`src/rtl/swreg_serial_master.sv`:
```
module swreg_serial_master #(
  parameter int CLK_MHZ  = 50,
  parameter int EDGE_NS  = 3000,
  parameter int SETUP_NS = 1000
) (
  input  logic        clk,
  input  logic        rst_n,
  input  logic        req_valid,
  output logic        req_ready,
  input  logic        req_write,
  input  logic        req_table,
  input  logic [7:0]  req_addr,
  input  logic [15:0] req_wdata,
  output logic        done,
  output logic [31:0] rdata,
  output logic        sw_cs_o,
  output logic        sw_cs_oe,
  output logic        sw_clk_o,
  output logic        sw_clk_oe,
  output logic        sw_dat_o,
  output logic        sw_dat_oe,
  input  logic        sw_dat_i
);
  localparam int EDGE_RAW  = (EDGE_NS * CLK_MHZ + 999) / 1000;
  localparam int SETUP_RAW = (SETUP_NS * CLK_MHZ + 999) / 1000;
  localparam int EDGE_CYC  = (EDGE_RAW < 1) ? 1 : EDGE_RAW;
  localparam int SETUP_CYC = (SETUP_RAW < 1) ? 1 : SETUP_RAW;
  localparam int MAX_CYC   = (EDGE_CYC > SETUP_CYC) ? EDGE_CYC : SETUP_CYC;
  localparam int TW        = $clog2(MAX_CYC + 1);
  localparam int FRAME_W   = 46;
  localparam int WR_BITS   = 27;
  localparam int RD_BITS   = 32;

  typedef enum logic [3:0] {
    S_IDLE, S_EN, S_PRE, S_BLO, S_BSET, S_BHI, S_TLO, S_TURN,
    S_XHI, S_XLO, S_RPRE, S_RLO, S_RHI, S_RTLO, S_OFF
  } st_t;

  st_t               st, nst;
  logic [TW-1:0]     tmr;
  logic [5:0]        bcnt;
  logic              xcnt, mid, wr_q, tbl_q, a0_q, dat_q, rel_q;
  logic [FRAME_W-1:0] sh;
  logic [RD_BITS-1:0] rsh;
  logic              tick;

  assign tick      = (tmr == '0);
  assign req_ready = (st == S_IDLE);

  always_comb begin
    nst = st;
    if (st == S_IDLE) begin
      if (req_valid) nst = S_EN;
    end else if (tick) begin
      case (st)
        S_EN:   nst = S_PRE;
        S_PRE:  nst = S_BLO;
        S_BLO:  nst = S_BSET;
        S_BSET: nst = S_BHI;
        S_BHI:  nst = (bcnt == '0) ? S_TLO : S_BLO;
        S_TLO:  nst = wr_q ? S_XHI : S_TURN;
        S_TURN: nst = S_XHI;
        S_XHI:  nst = S_XLO;
        S_XLO:  nst = xcnt ? S_XHI : (mid ? S_RPRE : S_OFF);
        S_RPRE: nst = S_RLO;
        S_RLO:  nst = S_RHI;
        S_RHI:  nst = (bcnt == '0) ? S_RTLO : S_RLO;
        S_RTLO: nst = S_XHI;
        S_OFF:  nst = S_IDLE;
        default: nst = S_IDLE;
      endcase
    end
  end

  always_ff @(posedge clk or negedge rst_n) begin
    if (!rst_n) begin
      st    <= S_IDLE;
      tmr   <= '0;
      bcnt  <= '0;
      xcnt  <= 1'b0;
      mid   <= 1'b0;
      wr_q  <= 1'b0;
      tbl_q <= 1'b0;
      a0_q  <= 1'b0;
      dat_q <= 1'b0;
      rel_q <= 1'b0;
      sh    <= '0;
      rsh   <= '0;
      done  <= 1'b0;
      rdata <= '0;
    end else begin
      st   <= nst;
      done <= 1'b0;
      if (nst != st)
        tmr <= (nst == S_BSET) ? TW'(SETUP_CYC - 1) : TW'(EDGE_CYC - 1);
      else if (!tick)
        tmr <= tmr - 1'b1;

      if (st == S_IDLE && req_valid) begin
        wr_q  <= req_write;
        tbl_q <= req_table;
        a0_q  <= req_addr[0];
        dat_q <= 1'b0;
        rel_q <= 1'b0;
        if (req_write) begin
          sh   <= {3'b101, req_addr, req_wdata, 19'b0};
          bcnt <= 6'(WR_BITS - 1);
        end else begin
          sh   <= {32'hFFFF_FFFF, 4'b0110, req_table, 2'b00, req_addr[6:1], 1'b0};
          bcnt <= 6'(FRAME_W - 1);
        end
      end

      if (tick) begin
        case (st)
          S_BLO: dat_q <= sh[FRAME_W-1];
          S_BHI: begin
            sh   <= {sh[FRAME_W-2:0], 1'b0};
            bcnt <= bcnt - 1'b1;
          end
          S_TLO: begin
            xcnt <= 1'b1;
            mid  <= !wr_q;
            if (!wr_q) rel_q <= 1'b1;
          end
          S_XLO:  xcnt <= 1'b0;
          S_RPRE: begin
            bcnt <= 6'(RD_BITS - 1);
            mid  <= 1'b0;
          end
          S_RLO:  rsh <= {rsh[RD_BITS-2:0], sw_dat_i};
          S_RHI:  bcnt <= bcnt - 1'b1;
          S_RTLO: begin
            xcnt <= 1'b1;
            mid  <= 1'b0;
          end
          S_OFF: begin
            done  <= 1'b1;
            rdata <= tbl_q ? rsh : {16'b0, (a0_q ? rsh[31:16] : rsh[15:0])};
          end
          default: ;
        endcase
      end
    end
  end

  logic act, cs_d, clk_d;
  assign act   = (st != S_IDLE) && (st != S_OFF);
  assign cs_d  = wr_q && (st == S_PRE || st == S_BLO || st == S_BSET ||
                          st == S_BHI || st == S_TLO);
  assign clk_d = (st == S_BHI) || (st == S_XHI) || (st == S_RHI);

  always_ff @(posedge clk or negedge rst_n) begin
    if (!rst_n) begin
      sw_cs_o   <= 1'b0;
      sw_cs_oe  <= 1'b0;
      sw_clk_o  <= 1'b0;
      sw_clk_oe <= 1'b0;
      sw_dat_o  <= 1'b0;
      sw_dat_oe <= 1'b0;
    end else begin
      sw_cs_o   <= cs_d;
      sw_cs_oe  <= act;
      sw_clk_o  <= clk_d;
      sw_clk_oe <= act;
      sw_dat_o  <= dat_q;
      sw_dat_oe <= act && !rel_q;
    end
  end
endmodule


```
`config.mk`:
```
export PLATFORM = sky130hd
export DESIGN_NAME = swreg_serial_master
export DESIGN_NICKNAME = d
export VERILOG_FILES = /design/src/rtl/swreg_serial_master.sv
export SDC_FILE = /design/constraint.sdc
export NUM_CORES = 1
export LEC_CHECK = 0
export ABC_AREA = 1
export BUFFER_PORTS_ARGS = -buffer_cell sky130_fd_sc_hd__buf_2
export CAP_MARGIN = 30
export CORE_MARGIN = 2
export CORE_UTILIZATION = 30
export CTS_BUF_LIST = sky130_fd_sc_hd__clkbuf_16
export CTS_CLUSTER_DIAMETER = 200
export DETAILED_ROUTE_END_ITERATION = 8
export GPL_ROUTABILITY_DRIVEN = 0
export PLACE_DENSITY_LB_ADDON = 0.2
export SYNTH_ARGS = -nofsm -noshare
export SYNTH_HDL_FRONTEND = slang
export SYNTH_SLANG_ARGS = --single-unit
```
`constraint.sdc`:
```
create_clock -name clk -period 2.7 [get_ports clk]
set_input_delay 0.54 -clock clk [delete_from_list [all_inputs] [get_ports clk]]
set_output_delay 0.54 -clock clk [all_outputs]
set_load 0.05 [all_outputs]
```
==> run metrics <==
Site Rows 53; Largest stage delay, worst path 0.50 ns; layout cell share with drive strength beyond 1 17.46%; startpoint class of the critical path register; Final setup viols 0; Hold Fails Final Rpt 0; crit-path cells nor2_2 -> nand2_1 -> inv_2 -> nand2_2 -> inv_2 -> nand2_2 -> o221ai_1 -> nand2_1; Crit path max-delay family simple AND/OR/NAND/NOR gates; Post-Syn Nets 755; Area Growth Syn to Fin 19.35%; CTS Hold Bufs 1; synth top area cells dfrtp_1 (56%), nand2_1 (9.2%), inv_1 (4.4%); Logic pwr share 1.7%; worst-margin pin slew 0.7419 ns; I/O Pins 70; worst vdd ir 0.4090 mV; total gr overflow 0; relative slew slack 50.47%; vias 4,979; initial antenna violation count 1; Die Y 148.9 um; CP bufs+invs 2; clock tree buffer depth 2; Simple-Gate Fraction of Synth Area 20.18%; endpoint class of the critical path register; share of the synthesized area in the top cell type 56.02%; Synth Flop Type dfrtp_1; EDFF count, synth 0; pin count of the biggest net entering global routing 66; Crit-path slowest cell dfrtp_1; Worst Path Required 3.01 ns; highest clock rate 0.4145 GHz; Cell Area, Synth 6299 sq um; # diodes 0; pwr dens 600.8 nW/um^2; switching part of the total 23.90%; Die W 148.9 um; antenna-violating nets left 0; total negative slack 0 ns; vias per cell 4.649; Seq/Total Area, Yosys 56.02%; Synth Warn # 0; CTS tree done; post-synthesis adder-cell area fraction 0.5959%; Compound-Gate Fraction of Synth Area 14.40%; post_cts resized 0; Static Leak 0.003614 uW; Setup CP Type register to register; worst hold-check path type primary input to register; Mapped Avg Cell Area 8.724 sq um; dpl hpwl 9559 um; status completed; vias in the first global route 4,769; XOR/XNOR Fraction of Synth Area 0.5562%; Max-Cap Viols 0; Clock Pin Slew Worst Setup and Hold Paths 0.07 ns; TritonRoute pass-1 iters 5; final worst path period need 2.413 ns; most frequent cells after synthesis nand2_1 (154), dfrtp_1 (141), inv_1 (74), nor2_1 (64), nand3_1 (49); CTS H-tree depth 4; Setup WS post-layout 0.2872 ns; period utilization 89.36%; Netlist cell types 37; CORE AREA 20,820 sq um; worst skew pair latency 0.43 ns; Die Area 22,170 sq um; Int Pwr 3437 uW; DR iter-0 viols 338; DRC viols 0; first-pass GRT wire length 24,130 um; Final Max Tran Viols 0; clock share of power 51.5%; Synth Register Bits 141; largest family of logic cells by synthesized area simple AND/OR/NAND/NOR gates; nets@finish 816; Power, Total 4516 uW; RSZ-0062 raised after global routing false; CP Max Fanout 26; clock root cell clkbuf_16; Flop pwr share 46.8%; P_sw 1079 uW; WL/cell 13.60 um; GRT Total Usage 13.68%; postcts setup bufs 0; Post-synth ARST share 100.0%; pre-CTS setup slack 0.3039 ns; cell accounting for the most synthesized area dfrtp_1; drt total wl 14,560 um; post-synthesis mux area share 0%; CTS buffer count 17; Mapped Cells 722; Initial Util 30.25%; TritonCTS Sinks 141; Port Buffers 69; Final Skew 0.01014 ns; Critical Path AT 2.72 ns; count leader, synth nand2_1
-- placed cells by master (no fill, tap or decap), drive strengths merged --
| cell | Yosys | routed |
|---|---|---|
| dlygate4sd3 | 0 | 1 |
| a32oi | 2 | 2 |
| o211ai | 1 | 1 |
| o31ai | 2 | 2 |
| a31oi | 19 | 19 |
| nor3 | 5 | 5 |
| clkinv | 2 | 5 |
| xnor2 | 1 | 1 |
| clkbuf | 19 | 17 |
| xor2 | 3 | 3 |
| o21ai | 68 | 68 |
| a221oi | 6 | 6 |
| nand3 | 51 | 51 |
| o22ai | 1 | 1 |
| nand4 | 8 | 8 |
| a21oi | 28 | 28 |
| buf | 21 | 81 |
| clkinvlp | 0 | 4 |
| dfrtp | 141 | 141 |
| bufinv | 0 | 1 |
| inv | 86 | 93 |
| o221ai | 23 | 23 |
| nand3b | 1 | 1 |
| nand2 | 158 | 158 |
| or2 | 2 | 2 |
| nor2 | 69 | 69 |
| ha | 3 | 3 |
| o21a | 1 | 1 |
| nor4 | 1 | 1 |
-- through the flow --
stage / util (%) / std cells / hold WS, ns / cell area, sq um
2_1_floorplan: - / 722 / 0.2444 / 6299
3_3_place_gp: 33.27 / 1038 / 0.3856 / 6927
3_5_place_dp: 33.27 / 1038 / 0.3788 / 6927
4_1_cts: 36.10 / 1071 / 0.3637 / 7517
5_1_grt: 36.10 / 1071 / 0.3781 / 7517
6_report: 36.10 / 1071 / 0.3824 / 7517
-- metal layers --
metal | GRT usage, % | wire length, um
met1 | 19.73 | 7404
met2 | 19.98 | 6334
met3 | 3.609 | 630
met4 | 4.429 | 180
met5 | 0 | 13
-- cell type report --
cell class / count / area, sq um
Clock buffer: 17 / 425.4
Clock inverter: 15 / 155.1
Fill cell: 2166 / 13310
Inverter: 88 / 330.3
Multi-Input combinational cell: 453 / 2257
Sequential cell: 141 / 3528
Tap cell: 275 / 344.1
Timing Repair Buffer: 82 / 476.7
-- final timing paths --
path                                       endpoint  slack (ns)             from  cells past startpoint
worst max register to register     sh[36]$_DFF_PN0_        0.29  st[0]$_DFF_PN0_                      8
min in group asynchronous          sh[28]$_DFF_PN0_        0.54            rst_n                      2
worst min-delay path              tbl_q$_DFFE_PN0P_        0.38        req_table                      3
worst max-delay path               sh[36]$_DFF_PN0_        0.29  st[0]$_DFF_PN0_                      8
worst min register to register   sw_dat_o$_DFF_PN0_        0.39  dat_q$_DFF_PN0_                      0
max in group asynchronous       sw_clk_oe$_DFF_PN0_        1.47            rst_n                      3
-- registers in the layout, indices dropped and copies added, names as in the netlist --
signal	flops
sh	46
rdata	32
rsh	32
tmr	8
bcnt	6
st	4
a0_q	1
dat_q	1
done	1
mid	1
rel_q	1
sw_clk_o	1
sw_clk_oe	1
sw_cs_o	1
sw_dat_o	1
sw_dat_oe	1
tbl_q	1
wr_q	1
xcnt	1
-- power by group through the flow --
| stage | clock network [uW] | logic (uW) | registers (uW) |
|---|---|---|---|
| floorplan | 0 | 1.06 | 2150 |
| global placement | 0 | 80.7 | 2150 |
| detailed placement | 0 | 78.9 | 2150 |
| CTS | 2370 | 80.4 | 2110 |
| global route | 2470 | 87.5 | 2110 |
| finish | 2330 | 75.7 | 2110 |
-- cells by family (layout without fill, tap and decap cells) --
group / Yosys count / count (layout)
compound gates: 151 / 151
xor+xnor: 4 / 4
fa+ha+maj: 3 / 3
buf+inv: 128 / 202
flops: 141 / 141
simple gates: 295 / 295
-- worst reg2reg max path: stages (launching register included) --
cell	delay, ns
dfrtp_1	0.50
nor2_2	0.24
nand2_1	0.13
inv_2	0.10
nand2_2	0.25
inv_2	0.33
nand2_2	0.38
o221ai_1	0.30
nand2_1	0.09
Power figures use the tool's default switching activity.
